[src/rtl/msi_pkg.sv]
package msi_pkg;
   typedef enum logic [1:0] {
      LN_INV = 2'd0,
      LN_SHR = 2'd1,
      LN_EXC = 2'd2
   } ln_state_t;

   typedef enum logic [1:0] {
      CMD_NONE   = 2'd0,
      CMD_RDMISS = 2'd1,
      CMD_WRMISS = 2'd2,
      CMD_WBACK  = 2'd3
   } bus_cmd_t;
endpackage

[src/rtl/msi_line_store.sv]
module msi_line_store
   import msi_pkg::*;
#(
   parameter int IDX_W  = 2,
   parameter int TAG_W  = 6,
   parameter int DATA_W = 8
) (
   input  logic              clk,
   input  logic              rst_n,
   // processor-side read port
   input  logic [IDX_W-1:0]  a_idx,
   output ln_state_t         a_st,
   output logic [TAG_W-1:0]  a_tag,
   output logic [DATA_W-1:0] a_data,
   // snoop-side read port
   input  logic [IDX_W-1:0]  s_idx,
   output ln_state_t         s_st,
   output logic [TAG_W-1:0]  s_tag,
   output logic [DATA_W-1:0] s_data,
   // full-line write (fill or processor write hit)
   input  logic              w_en,
   input  logic [IDX_W-1:0]  w_idx,
   input  ln_state_t         w_st,
   input  logic [TAG_W-1:0]  w_tag,
   input  logic [DATA_W-1:0] w_data,
   // state-only write from the snoop side
   input  logic              u_en,
   input  logic [IDX_W-1:0]  u_idx,
   input  ln_state_t         u_st
);
   localparam int LINES = 1 << IDX_W;

   logic [LINES-1:0][1:0]        st_vec;
   logic [LINES-1:0][TAG_W-1:0]  tag_vec;
   logic [LINES-1:0][DATA_W-1:0] dat_vec;

   for (genvar i = 0; i < LINES; i++) begin : g_line
      ln_state_t         st_q;
      logic [TAG_W-1:0]  tag_q;
      logic [DATA_W-1:0] dat_q;

      always_ff @(posedge clk) begin
         if (!rst_n) begin
            st_q  <= LN_INV;
            tag_q <= '0;
            dat_q <= '0;
         end else begin
            if (w_en && (w_idx == IDX_W'(i))) begin
               st_q  <= w_st;
               tag_q <= w_tag;
               dat_q <= w_data;
            end
            if (u_en && (u_idx == IDX_W'(i))) begin
               st_q <= u_st;
            end
         end
      end

      assign st_vec[i]  = st_q;
      assign tag_vec[i] = tag_q;
      assign dat_vec[i] = dat_q;
   end

   assign a_st   = ln_state_t'(st_vec[a_idx]);
   assign a_tag  = tag_vec[a_idx];
   assign a_data = dat_vec[a_idx];
   assign s_st   = ln_state_t'(st_vec[s_idx]);
   assign s_tag  = tag_vec[s_idx];
   assign s_data = dat_vec[s_idx];
endmodule

[src/rtl/msi_snoop_unit.sv]
module msi_snoop_unit
   import msi_pkg::*;
#(
   parameter int TAG_W  = 6,
   parameter int DATA_W = 8,
   parameter int ID_W   = 1,
   parameter int MY_ID  = 0
) (
   input  bus_cmd_t          snp_cmd,
   input  logic [TAG_W-1:0]  snp_tag,
   input  logic [ID_W-1:0]   snp_id,
   input  ln_state_t         line_st,
   input  logic [TAG_W-1:0]  line_tag,
   input  logic [DATA_W-1:0] line_data,
   output logic              peer_miss,
   output logic              upd_en,
   output ln_state_t         upd_st,
   output logic              abort,
   output logic [DATA_W-1:0] flush_data
);
   logic foreign;
   logic holds;

   assign foreign   = (snp_id != ID_W'(MY_ID));
   assign holds     = foreign && (line_st != LN_INV) && (line_tag == snp_tag);
   assign peer_miss = foreign && ((snp_cmd == CMD_RDMISS) || (snp_cmd == CMD_WRMISS));

   always_comb begin
      upd_en     = 1'b0;
      upd_st     = line_st;
      abort      = 1'b0;
      flush_data = '0;
      unique case (snp_cmd)
         CMD_RDMISS: begin
            if (holds && (line_st == LN_EXC)) begin
               upd_en     = 1'b1;
               upd_st     = LN_SHR;
               abort      = 1'b1;
               flush_data = line_data;
            end
         end
         CMD_WRMISS: begin
            if (holds) begin
               upd_en = 1'b1;
               upd_st = LN_INV;
               if (line_st == LN_EXC) begin
                  abort      = 1'b1;
                  flush_data = line_data;
               end
            end
         end
         default: ;
      endcase
   end
endmodule

[src/rtl/msi_req_fsm.sv]
module msi_req_fsm
   import msi_pkg::*;
#(
   parameter int IDX_W = 2,
   parameter int TAG_W = 6
) (
   input  logic                   clk,
   input  logic                   rst_n,
   input  logic                   cpu_req,
   input  logic                   cpu_we,
   input  logic [TAG_W-1:0]       cpu_tag,
   input  logic [IDX_W-1:0]       cpu_idx,
   input  ln_state_t              line_st,
   input  logic [TAG_W-1:0]       line_tag,
   input  logic                   stall,
   input  logic                   bus_gnt,
   output logic                   done,
   output logic                   bus_req,
   output bus_cmd_t               cmd,
   output logic [TAG_W+IDX_W-1:0] cmd_addr,
   output logic                   fill_en,
   output ln_state_t              fill_st
);
   typedef enum logic [1:0] {RQ_IDLE, RQ_WBACK, RQ_FETCH} rq_state_t;

   rq_state_t cur_q, nxt;
   logic      tag_eq, hit, victim_dirty;

   assign tag_eq       = (line_tag == cpu_tag);
   assign hit          = (line_st != LN_INV) && tag_eq && (!cpu_we || (line_st == LN_EXC));
   assign victim_dirty = (line_st == LN_EXC) && !tag_eq;

   always_comb begin
      nxt      = cur_q;
      done     = 1'b0;
      bus_req  = 1'b0;
      cmd      = CMD_NONE;
      cmd_addr = '0;
      fill_en  = 1'b0;
      fill_st  = LN_INV;
      unique case (cur_q)
         RQ_IDLE: begin
            if (cpu_req && !stall) begin
               if (hit)               done = 1'b1;
               else if (victim_dirty) nxt  = RQ_WBACK;
               else                   nxt  = RQ_FETCH;
            end
         end
         RQ_WBACK: begin
            // a snoop may already have taken the dirty victim away
            if (!victim_dirty) begin
               nxt = RQ_FETCH;
            end else begin
               bus_req = 1'b1;
               if (bus_gnt) begin
                  cmd      = CMD_WBACK;
                  cmd_addr = {line_tag, cpu_idx};
                  nxt      = RQ_FETCH;
               end
            end
         end
         RQ_FETCH: begin
            bus_req = 1'b1;
            if (bus_gnt) begin
               cmd      = cpu_we ? CMD_WRMISS : CMD_RDMISS;
               cmd_addr = {cpu_tag, cpu_idx};
               fill_en  = 1'b1;
               fill_st  = cpu_we ? LN_EXC : LN_SHR;
               nxt      = RQ_IDLE;
            end
         end
         default: nxt = RQ_IDLE;
      endcase
   end

   always_ff @(posedge clk) begin
      if (!rst_n) cur_q <= RQ_IDLE;
      else        cur_q <= nxt;
   end
endmodule

[src/rtl/msi_snoop_cache.sv]
module msi_snoop_cache
   import msi_pkg::*;
#(
   parameter int ADDR_W = 8,
   parameter int DATA_W = 8,
   parameter int IDX_W  = 2,
   parameter int ID_W   = 1,
   parameter int MY_ID  = 0
) (
   input  logic              clk,
   input  logic              rst_n,
   input  logic              cpu_req,
   input  logic              cpu_we,
   input  logic [ADDR_W-1:0] cpu_addr,
   input  logic [DATA_W-1:0] cpu_wdata,
   output logic              cpu_done,
   output logic [DATA_W-1:0] cpu_rdata,
   output logic              bus_req,
   input  logic              bus_gnt,
   output logic [1:0]        bus_cmd,
   output logic [ADDR_W-1:0] bus_addr,
   output logic [DATA_W-1:0] bus_wdata,
   output logic [ID_W-1:0]   bus_id,
   input  logic [DATA_W-1:0] bus_rdata,
   input  logic [1:0]        snp_cmd,
   input  logic [ADDR_W-1:0] snp_addr,
   input  logic [ID_W-1:0]   snp_id,
   output logic              snp_abort,
   output logic [DATA_W-1:0] snp_data
);
   localparam int TAG_W = ADDR_W - IDX_W;

   if (IDX_W < 1 || IDX_W >= ADDR_W) begin : g_bad_idx
      $error("IDX_W must lie between 1 and ADDR_W-1");
   end
   if (ID_W < 1 || MY_ID < 0 || MY_ID >= (1 << ID_W)) begin : g_bad_id
      $error("MY_ID does not fit in ID_W bits");
   end
   if (DATA_W < 1) begin : g_bad_data
      $error("DATA_W must be positive");
   end

   logic [IDX_W-1:0]  cpu_idx, snp_idx;
   logic [TAG_W-1:0]  cpu_tag, snp_tag;
   ln_state_t         a_st, s_st, upd_st, fill_st;
   logic [TAG_W-1:0]  a_tag, s_tag;
   logic [DATA_W-1:0] a_data, s_data;
   logic              peer_miss, upd_en, stall, fill_en, w_en;
   bus_cmd_t          cmd;
   ln_state_t         w_st;
   logic [DATA_W-1:0] w_data;

   assign cpu_idx = cpu_addr[IDX_W-1:0];
   assign cpu_tag = cpu_addr[ADDR_W-1:IDX_W];
   assign snp_idx = snp_addr[IDX_W-1:0];
   assign snp_tag = snp_addr[ADDR_W-1:IDX_W];

   // the snoop side owns the index for this cycle
   assign stall = peer_miss && (snp_idx == cpu_idx);

   assign w_en   = fill_en || (cpu_done && cpu_we);
   assign w_st   = fill_en ? fill_st : LN_EXC;
   assign w_data = fill_en ? bus_rdata : cpu_wdata;

   msi_line_store #(.IDX_W(IDX_W), .TAG_W(TAG_W), .DATA_W(DATA_W)) u_store (
      .clk    (clk),
      .rst_n  (rst_n),
      .a_idx  (cpu_idx),
      .a_st   (a_st),
      .a_tag  (a_tag),
      .a_data (a_data),
      .s_idx  (snp_idx),
      .s_st   (s_st),
      .s_tag  (s_tag),
      .s_data (s_data),
      .w_en   (w_en),
      .w_idx  (cpu_idx),
      .w_st   (w_st),
      .w_tag  (cpu_tag),
      .w_data (w_data),
      .u_en   (upd_en),
      .u_idx  (snp_idx),
      .u_st   (upd_st)
   );

   msi_snoop_unit #(.TAG_W(TAG_W), .DATA_W(DATA_W), .ID_W(ID_W), .MY_ID(MY_ID)) u_snoop (
      .snp_cmd    (bus_cmd_t'(snp_cmd)),
      .snp_tag    (snp_tag),
      .snp_id     (snp_id),
      .line_st    (s_st),
      .line_tag   (s_tag),
      .line_data  (s_data),
      .peer_miss  (peer_miss),
      .upd_en     (upd_en),
      .upd_st     (upd_st),
      .abort      (snp_abort),
      .flush_data (snp_data)
   );

   msi_req_fsm #(.IDX_W(IDX_W), .TAG_W(TAG_W)) u_fsm (
      .clk      (clk),
      .rst_n    (rst_n),
      .cpu_req  (cpu_req),
      .cpu_we   (cpu_we),
      .cpu_tag  (cpu_tag),
      .cpu_idx  (cpu_idx),
      .line_st  (a_st),
      .line_tag (a_tag),
      .stall    (stall),
      .bus_gnt  (bus_gnt),
      .done     (cpu_done),
      .bus_req  (bus_req),
      .cmd      (cmd),
      .cmd_addr (bus_addr),
      .fill_en  (fill_en),
      .fill_st  (fill_st)
   );

   assign bus_cmd   = cmd;
   assign bus_wdata = (cmd == CMD_WBACK) ? a_data : '0;
   assign bus_id    = (cmd != CMD_NONE) ? ID_W'(MY_ID) : '0;
   assign cpu_rdata = a_data;
endmodule

[config.mk]
export PLATFORM = sky130hd
export DESIGN_NAME = msi_snoop_cache
export DESIGN_NICKNAME = d
export VERILOG_FILES = /design/src/rtl/msi_pkg.sv /design/src/rtl/msi_line_store.sv /design/src/rtl/msi_snoop_unit.sv /design/src/rtl/msi_req_fsm.sv /design/src/rtl/msi_snoop_cache.sv
export SDC_FILE = /design/constraint.sdc
export NUM_CORES = 1
export LEC_CHECK = 0
export BUFFER_PORTS_ARGS = -buffer_cell sky130_fd_sc_hd__buf_2
export CORE_ASPECT_RATIO = 1.1
export CORE_MARGIN = 2
export CORE_UTILIZATION = 35
export DETAILED_ROUTE_END_ITERATION = 10
export GPL_ROUTABILITY_DRIVEN = 1
export GPL_TIMING_DRIVEN = 0
export MAX_ROUTING_LAYER = met4
export PLACE_DENSITY_LB_ADDON = 0.3
export SETUP_SLACK_MARGIN = 0.5
export SLEW_MARGIN = 10
export SYNTH_ARGS = -nofsm -noshare
export SYNTH_HDL_FRONTEND = slang
export SYNTH_SLANG_ARGS = --single-unit
[constraint.sdc]
create_clock -name clk -period 10.35 [get_ports clk]
set_clock_uncertainty 0.05 [all_clocks]
set_input_delay 3.105 -clock clk [delete_from_list [all_inputs] [get_ports clk]]
set_output_delay 3.105 -clock clk [all_outputs]
set_load 0.005 [all_outputs]
==> results_dict.tcl <==
set metrics [dict create \
    dp_hpwl_um 9925 \
    path_clk_slew_ns 0.05 \
    post_cts_buffers 0 \
    die-area_um2 13230 \
    fin_crit_sh 0.8740 \
    slowest_stage "clkbuf_1" \
    internal-power_w 0.0005151 \
    num_io_pins 78 \
    vdd_ir_drop_max_uv 69.25 \
    r2r_slack_ns 7.50 \
    hold_viol_final 0 \
    synth_top_area_frac 0.3062 \
    rows 42 \
    drv_cap 0 \
    rr_endpoint "u_store.g_line[3].dat_q[2]$_SDFFE_PN0P_" \
    yosys_register_bits 66 \
    timing_worst_setup_path_type "input pin to output port" \
    cts_max_level 3 \
    synth_most_common_cell "nand2_1" \
    ys_seq_area_frac 0.3062 \
    maxSlewViolCount 0 \
    cpLargestDelayFamily "buffers and inverters" \
    grt_start_max_net_pins 11 \
    grt-ovfl-total 0 \
    drt_iter0_markers 284 \
    p_per_area_nw_per_um2 136.7 \
    crit_path_max_fanout 10 \
    total_power_w 0.0007071 \
    min_path_type "flop to flop" \
    whs_path_depth 2 \
    synth_common_cells "nand2_1, mux2i_1, dfxtp_1" \
    cts_buffer_depth 2 \
    path_buf_inv 5 \
    tightest_slew_ns 0.8004 \
    synth_ff_type "dfxtp_1" \
    pre_cts_ws_ns 1.272 \
    syn-num-nets 500 \
    setup_ws_ns 1.304 \
    cp_common_cell "buf_2" \
    place_area_um2 4868 \
    cts_buffers 9 \
    track_usage 0.2213 \
    p_comb_frac 0.179 \
    timing.rr.start "u_store.g_line[3].tag_q[3]$_SDFFE_PN0P_" \
    wl_per_cell_um 19.69 \
    ant_nets 0 \
    drtPass1Iterations 4 \
    setup_violations 0 \
    cts_resized 0 \
    final_area_um2 5174 \
    clock_latency_ns 0.33 \
    cts_hold_buf 0 \
    viasPerCell 5.516 \
    grt_pass1_vias 3842 \
    synth_top_area_cell "dfxtp_1" \
    fin_nets 583 \
    r2r_cells 7 \
    cts_root_buf "clkbuf_16" \
    syn-cell-area_um2 4315 \
    p_seq_frac 0.379 \
    n_antenna_cell 0 \
    cts_tree "yes" \
    area_delta_synth_final_pct 19.89 \
    cts.sinks 66 \
    gp_congestion 0.9020 \
    p_sw_w 0.0001920 \
    grt_pass1_wl_um 21050 \
    ys_warn_count 0 \
    synthCells 455 \
    fin_util 0.4299 \
    drc_errors 0 \
    core_area_um2 12030 \
    die_w_um 109.9 \
    die_h_um 120.5 \
    avgSynthCellArea_um2 9.484 \
    p_sw_frac 0.2715 \
    layout-drive-gt1-share 0.2583 \
    p_leak_nw 2.477 \
    clockPowerShare 0.442 \
    port_buffers 72 \
    min_to "u_store.g_line[3].dat_q[4]$_SDFFE_PN0P_" \
    min_period_ns 9.046 \
    vias 3839 \
    wl_um 13710 \
    synth_area_leaders "dfxtp_1, mux2i_1, mux4_2" \
    start_util 0.3586 \
    required_ns 7.20 \
    end_kind "output port" \
    cp-start-kind "input pin" \
    status "completed" \
    fmax_ghz 0.1106 \
    grt_antenna_before_repair 0 \
    ys_types 55 \
    arrival_ns 5.89 \
    hp-start "u_store.g_line[3].dat_q[4]$_SDFFE_PN0P_" \
    synth-edff-count 0 \
    synthArstFlopShare 0 \
    slew_headroom 0.4644 \
    crit_path_max_incr_delay_ns 0.54 \
    tns_ns 0 \
    crit_chain "buf_2 -> buf_2 -> clkbuf_1 -> mux2i_1 -> xor2_1 -> nand4_1 -> a211oi_1 -> clkbuf_1 -> and3_1 -> buf_2" \
    rsz0062_at_grt "false" \
]
-- power groups by stage --
stage          Combinational [W]  Sequential (W)  Clock (W)
6_report                0.000127        0.000268   0.000312
5_1_grt                 0.000136        0.000269   0.000324
3_5_place_dp            0.000126        0.000273          0
4_1_cts                 0.000126        0.000268   0.000314
3_3_place_gp            0.000124        0.000273          0
2_1_floorplan          0.0000823        0.000271          0
-- cell usage in the layout (no fill, tap or decap), drive strengths merged, types with 2 or more instances in the layout --
cell    count
a211oi      3
a21o        3
a21oi       8
a22oi       7
a31oi       2
and3       19
buf        85
clkbuf     36
dfxtp      66
ha          5
inv         8
mux2i      67
mux4       29
nand2     115
nand2b      4
nand3       4
nand3b      2
nand4       7
nor2        5
nor2b      11
nor3        4
nor3b       2
o211ai      2
o21a        2
o21ai      11
xnor2      10
xor2        6
-- cells by family after synthesis --
logic type | after synthesis | synth area share
and+or+nand+nor | 178 | 0.2012
muxes | 96 | 0.3068
DFF | 66 | 0.3062
AOI/OAI and AO/OA | 49 | 0.07944
buffers and inverters | 44 | 0.05335
xor gates and xnor gates | 16 | 0.03769
adders and majority gates | 5 | 0.01450
other | 1 | 0.0008690
-- area by class of cell --
cell class | count | area, um2
Fill cell | 1161 | 6860
Multi-Input combinational cell | 345 | 2764
Sequential cell | 66 | 1321
Timing Repair Buffer | 72 | 360.3
Clock buffer | 13 | 270.3
Buffer | 36 | 200.2
Tap cell | 154 | 192.7
Clock inverter | 2 | 35.03
Inverter | 8 | 30.03
-- worst reg2reg max path, delay by kind of cell (launching register included) --
kind,cells,cell delay [ns]
compound gates,1,0.65
mux,2,0.64
simple gates,2,0.51
flops,1,0.32
xor+xnor,1,0.29
buf+inv,1,0.27
-- registers in the layout, indices dropped and copies added (netlist names) --
register,cells
u_store.g_line.tag_q,24
u_store.g_line.dat_q,32
u_store.g_line.st_q,8
u_fsm.cur_q,2
-- stage by stage --
step / cells / hold WS [ns]
after CTS: 696 / 0.4261
after detailed placement: 681 / 0.4190
final: 696 / 0.4247
after global placement: 681 / 0.4021
after floorplan: 455 / 0.3951
after global routing: 696 / 0.4384
-- how the worst max path moves through the flow --
| stage | start | to | slack [ns] | cells after the start |
|---|---|---|---|---|
| floorplan | snp_addr[1] | snp_data[3] | 2.30 | 8 |
| global placement | snp_addr[1] | snp_data[0] | 1.32 | 10 |
| detailed placement | snp_addr[1] | snp_data[0] | 1.27 | 10 |
| CTS | snp_addr[1] | snp_data[0] | 1.26 | 10 |
| global route | snp_addr[1] | snp_data[0] | 1.07 | 10 |
| finish | snp_addr[1] | snp_data[0] | 1.30 | 10 |
-- metal layers --
layer / vias to the layer above / wire [um] / track usage
met5: - / 0 / -
met4: 0 / 361 / 0.09889
met3: 22 / 843 / 0.02857
met2: 140 / 6838 / 0.3570
met1: 1891 / 5662 / 0.2753
li1: 1786 / - / -
Note: power is estimated with default switching activity, not from simulation.
